==> src/rtl/seq_div_pkg.sv <==
package seq_div_pkg;

    typedef enum logic [0:0] {
        ST_IDLE = 1'b0,
        ST_RUN  = 1'b1
    } div_state_e;

endpackage

==> src/rtl/div_operand_prep.sv <==
module div_operand_prep #(
    parameter int WIDTH = 8
) (
    input  logic [WIDTH-1:0] value,
    output logic [WIDTH-1:0] mag,
    output logic             neg
);

    // The magnitude of the most negative value is 2^(WIDTH-1), which fits unsigned.
    always_comb begin
        neg = value[WIDTH-1];
        mag = neg ? (~value + 1'b1) : value;
    end

endmodule

==> src/rtl/div_shift_sub.sv <==
module div_shift_sub #(
    parameter int WIDTH = 8
) (
    input  logic [WIDTH-1:0] acc_in,
    input  logic [WIDTH-1:0] quo_in,
    input  logic [WIDTH-1:0] dsr,
    output logic [WIDTH-1:0] acc_out,
    output logic [WIDTH-1:0] quo_out
);

    logic [WIDTH:0] acc_sh;
    logic [WIDTH:0] trial;

    // The shifted partial remainder needs one extra bit.
    // The sign of the trial difference is read from that top bit.
    always_comb begin
        acc_sh = {acc_in, quo_in[WIDTH-1]};
        trial  = acc_sh - {1'b0, dsr};
        if (trial[WIDTH]) begin
            acc_out = acc_sh[WIDTH-1:0];
            quo_out = {quo_in[WIDTH-2:0], 1'b0};
        end else begin
            acc_out = trial[WIDTH-1:0];
            quo_out = {quo_in[WIDTH-2:0], 1'b1};
        end
    end

endmodule

==> src/rtl/div_sign_fix.sv <==
module div_sign_fix #(
    parameter int WIDTH = 8
) (
    input  logic [WIDTH-1:0] quo_mag,
    input  logic [WIDTH-1:0] rem_mag,
    input  logic             neg_quo,
    input  logic             neg_rem,
    output logic [WIDTH-1:0] quo_signed,
    output logic [WIDTH-1:0] rem_signed
);

    // Negation wraps modulo 2^WIDTH.
    always_comb begin
        quo_signed = neg_quo ? (~quo_mag + 1'b1) : quo_mag;
        rem_signed = neg_rem ? (~rem_mag + 1'b1) : rem_mag;
    end

endmodule

==> src/rtl/seq_div_signed.sv <==
module seq_div_signed
    import seq_div_pkg::*;
#(
    parameter int WIDTH = 8,
    parameter int STEPS = 1
) (
    input  logic             clk,
    input  logic             rst_n,
    input  logic             start,
    input  logic [WIDTH-1:0] dividend,
    input  logic [WIDTH-1:0] divisor,
    output logic             busy,
    output logic             done,
    output logic [WIDTH-1:0] quotient,
    output logic [WIDTH-1:0] remainder,
    output logic             div_zero
);

    localparam int ITERS = WIDTH / STEPS;
    localparam int CNT_W = (ITERS > 1) ? $clog2(ITERS) : 1;
    localparam logic [CNT_W-1:0] LAST_CNT = CNT_W'(ITERS - 1);

    typedef struct packed {
        div_state_e       st;
        logic [WIDTH-1:0] acc;
        logic [WIDTH-1:0] quo;
        logic [WIDTH-1:0] dsr;
        logic [CNT_W-1:0] cnt;
        logic             neg_quo;
        logic             neg_rem;
        logic             done;
        logic             dz;
        logic [WIDTH-1:0] quo_res;
        logic [WIDTH-1:0] rem_res;
    } div_regs_t;

    div_regs_t r_q, r_d;

    logic [WIDTH-1:0] dvd_mag, dvs_mag;
    logic             dvd_neg, dvs_neg;
    logic [WIDTH-1:0] fix_quo, fix_rem;

    logic [WIDTH-1:0] acc_chain [0:STEPS];
    logic [WIDTH-1:0] quo_chain [0:STEPS];

    div_operand_prep #(.WIDTH(WIDTH)) u_prep_dvd (
        .value (dividend),
        .mag   (dvd_mag),
        .neg   (dvd_neg)
    );

    div_operand_prep #(.WIDTH(WIDTH)) u_prep_dvs (
        .value (divisor),
        .mag   (dvs_mag),
        .neg   (dvs_neg)
    );

    assign acc_chain[0] = r_q.acc;
    assign quo_chain[0] = r_q.quo;

    // STEPS iterations are chained inside one clock cycle.
    for (genvar g = 0; g < STEPS; g++) begin : g_step
        div_shift_sub #(.WIDTH(WIDTH)) u_step (
            .acc_in  (acc_chain[g]),
            .quo_in  (quo_chain[g]),
            .dsr     (r_q.dsr),
            .acc_out (acc_chain[g+1]),
            .quo_out (quo_chain[g+1])
        );
    end

    div_sign_fix #(.WIDTH(WIDTH)) u_fix (
        .quo_mag    (quo_chain[STEPS]),
        .rem_mag    (acc_chain[STEPS]),
        .neg_quo    (r_q.neg_quo),
        .neg_rem    (r_q.neg_rem),
        .quo_signed (fix_quo),
        .rem_signed (fix_rem)
    );

    always_comb begin
        r_d      = r_q;
        r_d.done = 1'b0;
        unique case (r_q.st)
            ST_IDLE: begin
                if (start) begin
                    if (divisor == '0) begin
                        r_d.done    = 1'b1;
                        r_d.dz      = 1'b1;
                        r_d.quo_res = '1;
                        r_d.rem_res = dividend;
                    end else begin
                        r_d.st      = ST_RUN;
                        r_d.acc     = '0;
                        r_d.quo     = dvd_mag;
                        r_d.dsr     = dvs_mag;
                        r_d.cnt     = '0;
                        r_d.neg_quo = dvd_neg ^ dvs_neg;
                        r_d.neg_rem = dvd_neg;
                    end
                end
            end
            ST_RUN: begin
                r_d.acc = acc_chain[STEPS];
                r_d.quo = quo_chain[STEPS];
                r_d.cnt = r_q.cnt + 1'b1;
                if (r_q.cnt == LAST_CNT) begin
                    r_d.st      = ST_IDLE;
                    r_d.done    = 1'b1;
                    r_d.dz      = 1'b0;
                    r_d.quo_res = fix_quo;
                    r_d.rem_res = fix_rem;
                end
            end
            default: r_d.st = ST_IDLE;
        endcase
    end

    always_ff @(posedge clk or negedge rst_n) begin
        if (!rst_n) begin
            r_q <= '{st: ST_IDLE, default: '0};
        end else begin
            r_q <= r_d;
        end
    end

    assign busy      = (r_q.st == ST_RUN);
    assign done      = r_q.done;
    assign quotient  = r_q.quo_res;
    assign remainder = r_q.rem_res;
    assign div_zero  = r_q.dz;


    busy_done_excl_chk: assert property (@(posedge clk) disable iff (!rst_n)
        !(busy && done));


    done_pulse_chk: assert property (@(posedge clk) disable iff (!rst_n)
        (done && !start) |=> !done);


    cnt_range_chk: assert property (@(posedge clk) disable iff (!rst_n)
        busy |-> (r_q.cnt <= LAST_CNT));


    accept_chk: assert property (@(posedge clk) disable iff (!rst_n)
        (!busy && start && divisor != '0) |=> busy);


    partial_below_divisor_chk: assert property (@(posedge clk) disable iff (!rst_n)
        busy |-> (r_q.acc < r_q.dsr));


    dz_all_ones_chk: assert property (@(posedge clk) disable iff (!rst_n)
        (done && div_zero) |-> (quotient == '1));


    results_hold_chk: assert property (@(posedge clk) disable iff (!rst_n)
        !done |-> ($stable(quotient) && $stable(remainder) && $stable(div_zero)));

endmodule

==> config.mk <==
export PLATFORM = sky130hd
export DESIGN_NAME = seq_div_signed
export DESIGN_NICKNAME = d
export VERILOG_FILES = /design/src/rtl/seq_div_pkg.sv /design/src/rtl/div_operand_prep.sv /design/src/rtl/div_shift_sub.sv /design/src/rtl/div_sign_fix.sv /design/src/rtl/seq_div_signed.sv
export SDC_FILE = /design/constraint.sdc
export NUM_CORES = 1
export LEC_CHECK = 0
export CORE_MARGIN = 3
export CORE_UTILIZATION = 30
export DETAILED_ROUTE_END_ITERATION = 7
export PLACE_DENSITY = 0.49
export SYNTH_ARGS = -nofsm -noshare
export SYNTH_HDL_FRONTEND = slang
export SYNTH_SLANG_ARGS = --single-unit
==> constraint.sdc <==
create_clock -name clk -period 5 [get_ports clk]
set_input_delay 1.25 -clock clk [delete_from_list [all_inputs] [get_ports clk]]
set_output_delay 1.25 -clock clk [all_outputs]
set_load 0.005 [all_outputs]
==> reports/qor.txt <==
Critical Path Start: divisor[3]
htree depth: 2
Setup Buffers After CTS: 0
Clock Pin Slew Worst Setup and Hold Paths: 100 ps
Hold Vio Cnt, Final: 0
CTS Buf Count: 5
Skew-Pair Late Insertion Delay: 300 ps
arrival time worst endpoint: 3790 ps
leakage: 1.644 nW
WS Path Type: in -> reg
CTS tree: built
number of synthesized flops with an enable pin: 0
Post-Syn Area: 3371 um^2
grt ovf: 0
most common flop cell mapped by yosys: dfrtp_1
Final Skew: 10.07 ps
final setup fails: 0
RD Place Congestion: 0.7869
critical path endpoint: remainder[6]
Top Ports: 38
Yosys warning total: 0
r2r startpoint: quo_chain[15]
Power Total: 2.985 mW
worst r2r path cells: 14
die height: 112 um
Core Util, Final: 0.3522
async set or reset register ratio after synthesis: 1.000
Avg Vias per Cell: 5.070
first-pass GRT wire length: 13,430 um
Bufs on Longest Clock Path: 2
slew of the pin with the lowest slew margin: 648.1 ps
Post-DP HPWL: 6169 um
Core Area: 10,890 um^2
Die X-Extent: 112 um
drt initial violations: 173
#FFs+latches synth: 48
IO Port Bufs: 37
number of global-route vias before repair: 2,555
max-slew violation count: 0
num rows: 38
Mapped Nets: 420
cts-stage hold buffer count: 0
CP Capture Type: flip-flop
Hold Slack: 492.0 ps
layout cells sized above 1: 0.06500
sequential area share after synthesis: 0.3563
Layout area overhead: 13.77%
Synth Instances: 387
Startpoint Class: input pin
Final period util: 0.7210
Reg-to-Reg End: quotient[2]
critical path fanouts, max: 17
unrepaired setup endpoints after global routing: false
Critical Path RT: 5190 ps
CTS root buffer: clkbuf_8
n_diodes: 0
min cycle time layout: 3605 ps
drt pass-1 iters: 4
die area: 12,540 um^2
hold path cells: 1
cell with the most instances after synthesis: dfrtp_1
CTS-repair resized insts: 0
drc violations: 0
fmax: 0.2774 GHz
VDD IR max: 0.2639 mV
outcome: completed
post-synth top area cell: dfrtp_1
Max-Slew Margin vs Limit: 0.5680
GRT Total Usage: 0.1303
Final nets: 433
initial antenna violation count: 0
count of different cell masters after synthesis: 57
Max Cap Viol: 0
Starting Density: 0.3096
Tightest Hold Check Type: reg -> reg
top cells by area, synth: dfrtp_1 (36%), o21ai_0 (6.2%), ha_1 (4.8%)
CTS sink count: 48
routed via count: 2,738
syn_area_per_cell: 8.710 um^2
Reg2Reg Setup Slack: 1490 ps
Post-Route Setup TNS: 0 ps
ANT nets after route: 0
Synth top area share: 0.3563
Power Density: 778.3 nW/um^2
pin count of the biggest net entering global routing: 49
WL/cell: 15.34 um
top cells by count, synth: dfrtp_1 (48), o21ai_0 (42), nand2_1 (41), nor2_1 (26), a21oi_1 (20)
drt total wl: 8281 um
==> where the power goes <==
group	switching (mW)	internal (mW)	leakage, nW	total, mW
clock network	0.136	0.0952	0.0400	0.231
logic	1.07	0.906	1.02	1.97
registers	0.193	0.588	0.582	0.780
total	1.40	1.59	1.64	2.98
==> metal layers <==
metal  global-route usage  wire length, um  vias to the layer above
met1               0.1910             4125                     1294
met5                    0                0                        -
met3              0.02174              401                        5
met4              0.01923               42                        0
met2               0.2070             3711                       59
li1                     -                -                     1380
==> layout make-up <==
class | count | area (um^2)
clock buffer | 5 | 68.82
fill | 1166 | 7053
multi-input combinational | 284 | 1899
timing repair buffer | 43 | 410.4
clock inverter | 2 | 12.51
sequential | 48 | 1201
tap | 140 | 175.2
inverter | 18 | 67.56
==> placed cells by master (no fill, tap or decap), types with 2 or more instances in the layout <==
cell              n
a211o_1           5
a211oi_1          6
a21o_1            2
a21oi_1          20
a221o_1           2
a22o_1            2
a22oi_1           4
a311oi_1          2
and2_1            4
buf_4             6
clkbuf_8          5
clkdlybuf4s50_1  36
dfrtp_1          48
ha_1             13
inv_1            18
mux2_2            6
mux2i_1           8
nand2_1          41
nand2b_1          9
nand3_1           2
nand3b_1          2
nor2_1           26
nor2b_1           6
nor3_1            3
nor3b_1           2
nor4_1            2
o2111a_1          2
o211a_1           2
o211ai_1          4
o21ai_0          42
o31ai_1           6
or3_1             7
or3b_1            2
or4_1             2
xnor2_1          16
xor2_1           14
==> cells by family (layout without fill, tap and decap cells) <==
| group | count (synthesis) | count (layout) | synth area share |
|---|---|---|---|
| fa+ha+maj | 14 | 14 | 0.05420 |
| compound gates | 109 | 109 | 0.2086 |
| simple gates | 117 | 117 | 0.1789 |
| flops | 48 | 48 | 0.3563 |
| mux | 14 | 14 | 0.04380 |
| xor+xnor | 30 | 30 | 0.07795 |
| buf+inv | 55 | 68 | 0.08018 |
==> worst min path at each step <==
stage / startpoint / endpoint / slack [ps]
after CTS: quotient[2] / quotient[2] / 500
after global routing: quotient[2] / quotient[2] / 510
after detailed placement: quotient[2] / quotient[2] / 480
after floorplan: r_q[20] / r_q[20] / 450
after global placement: quotient[1] / quotient[1] / 470
final: quotient[1] / quotient[1] / 490
==> stage by stage <==
step	instances	worst slack (ps)	instance area [um^2]
6_report	540	1395	3835
5_1_grt	540	1273	3835
4_1_cts	540	1385	3835
3_5_place_dp	533	1059	3754
3_3_place_gp	533	1107	3754
2_1_floorplan	387	1774	3371
==> critical path: stages <==
cell and delay, ps:
clkdlybuf4s50_1 460, or3_4 420, or4_4 530, nor3b_4 200, buf_4 260, nor2_4 90, a22o_1 200, or3b_1 370
==> registers in the layout, indices dropped and copies added, names as in the netlist <==
name	flops
r_q	13
quotient	8
div_zero	1
done	1
acc_chain	8
busy	1
remainder	8
quo_chain	8
(Power assumes the default switching activity.)
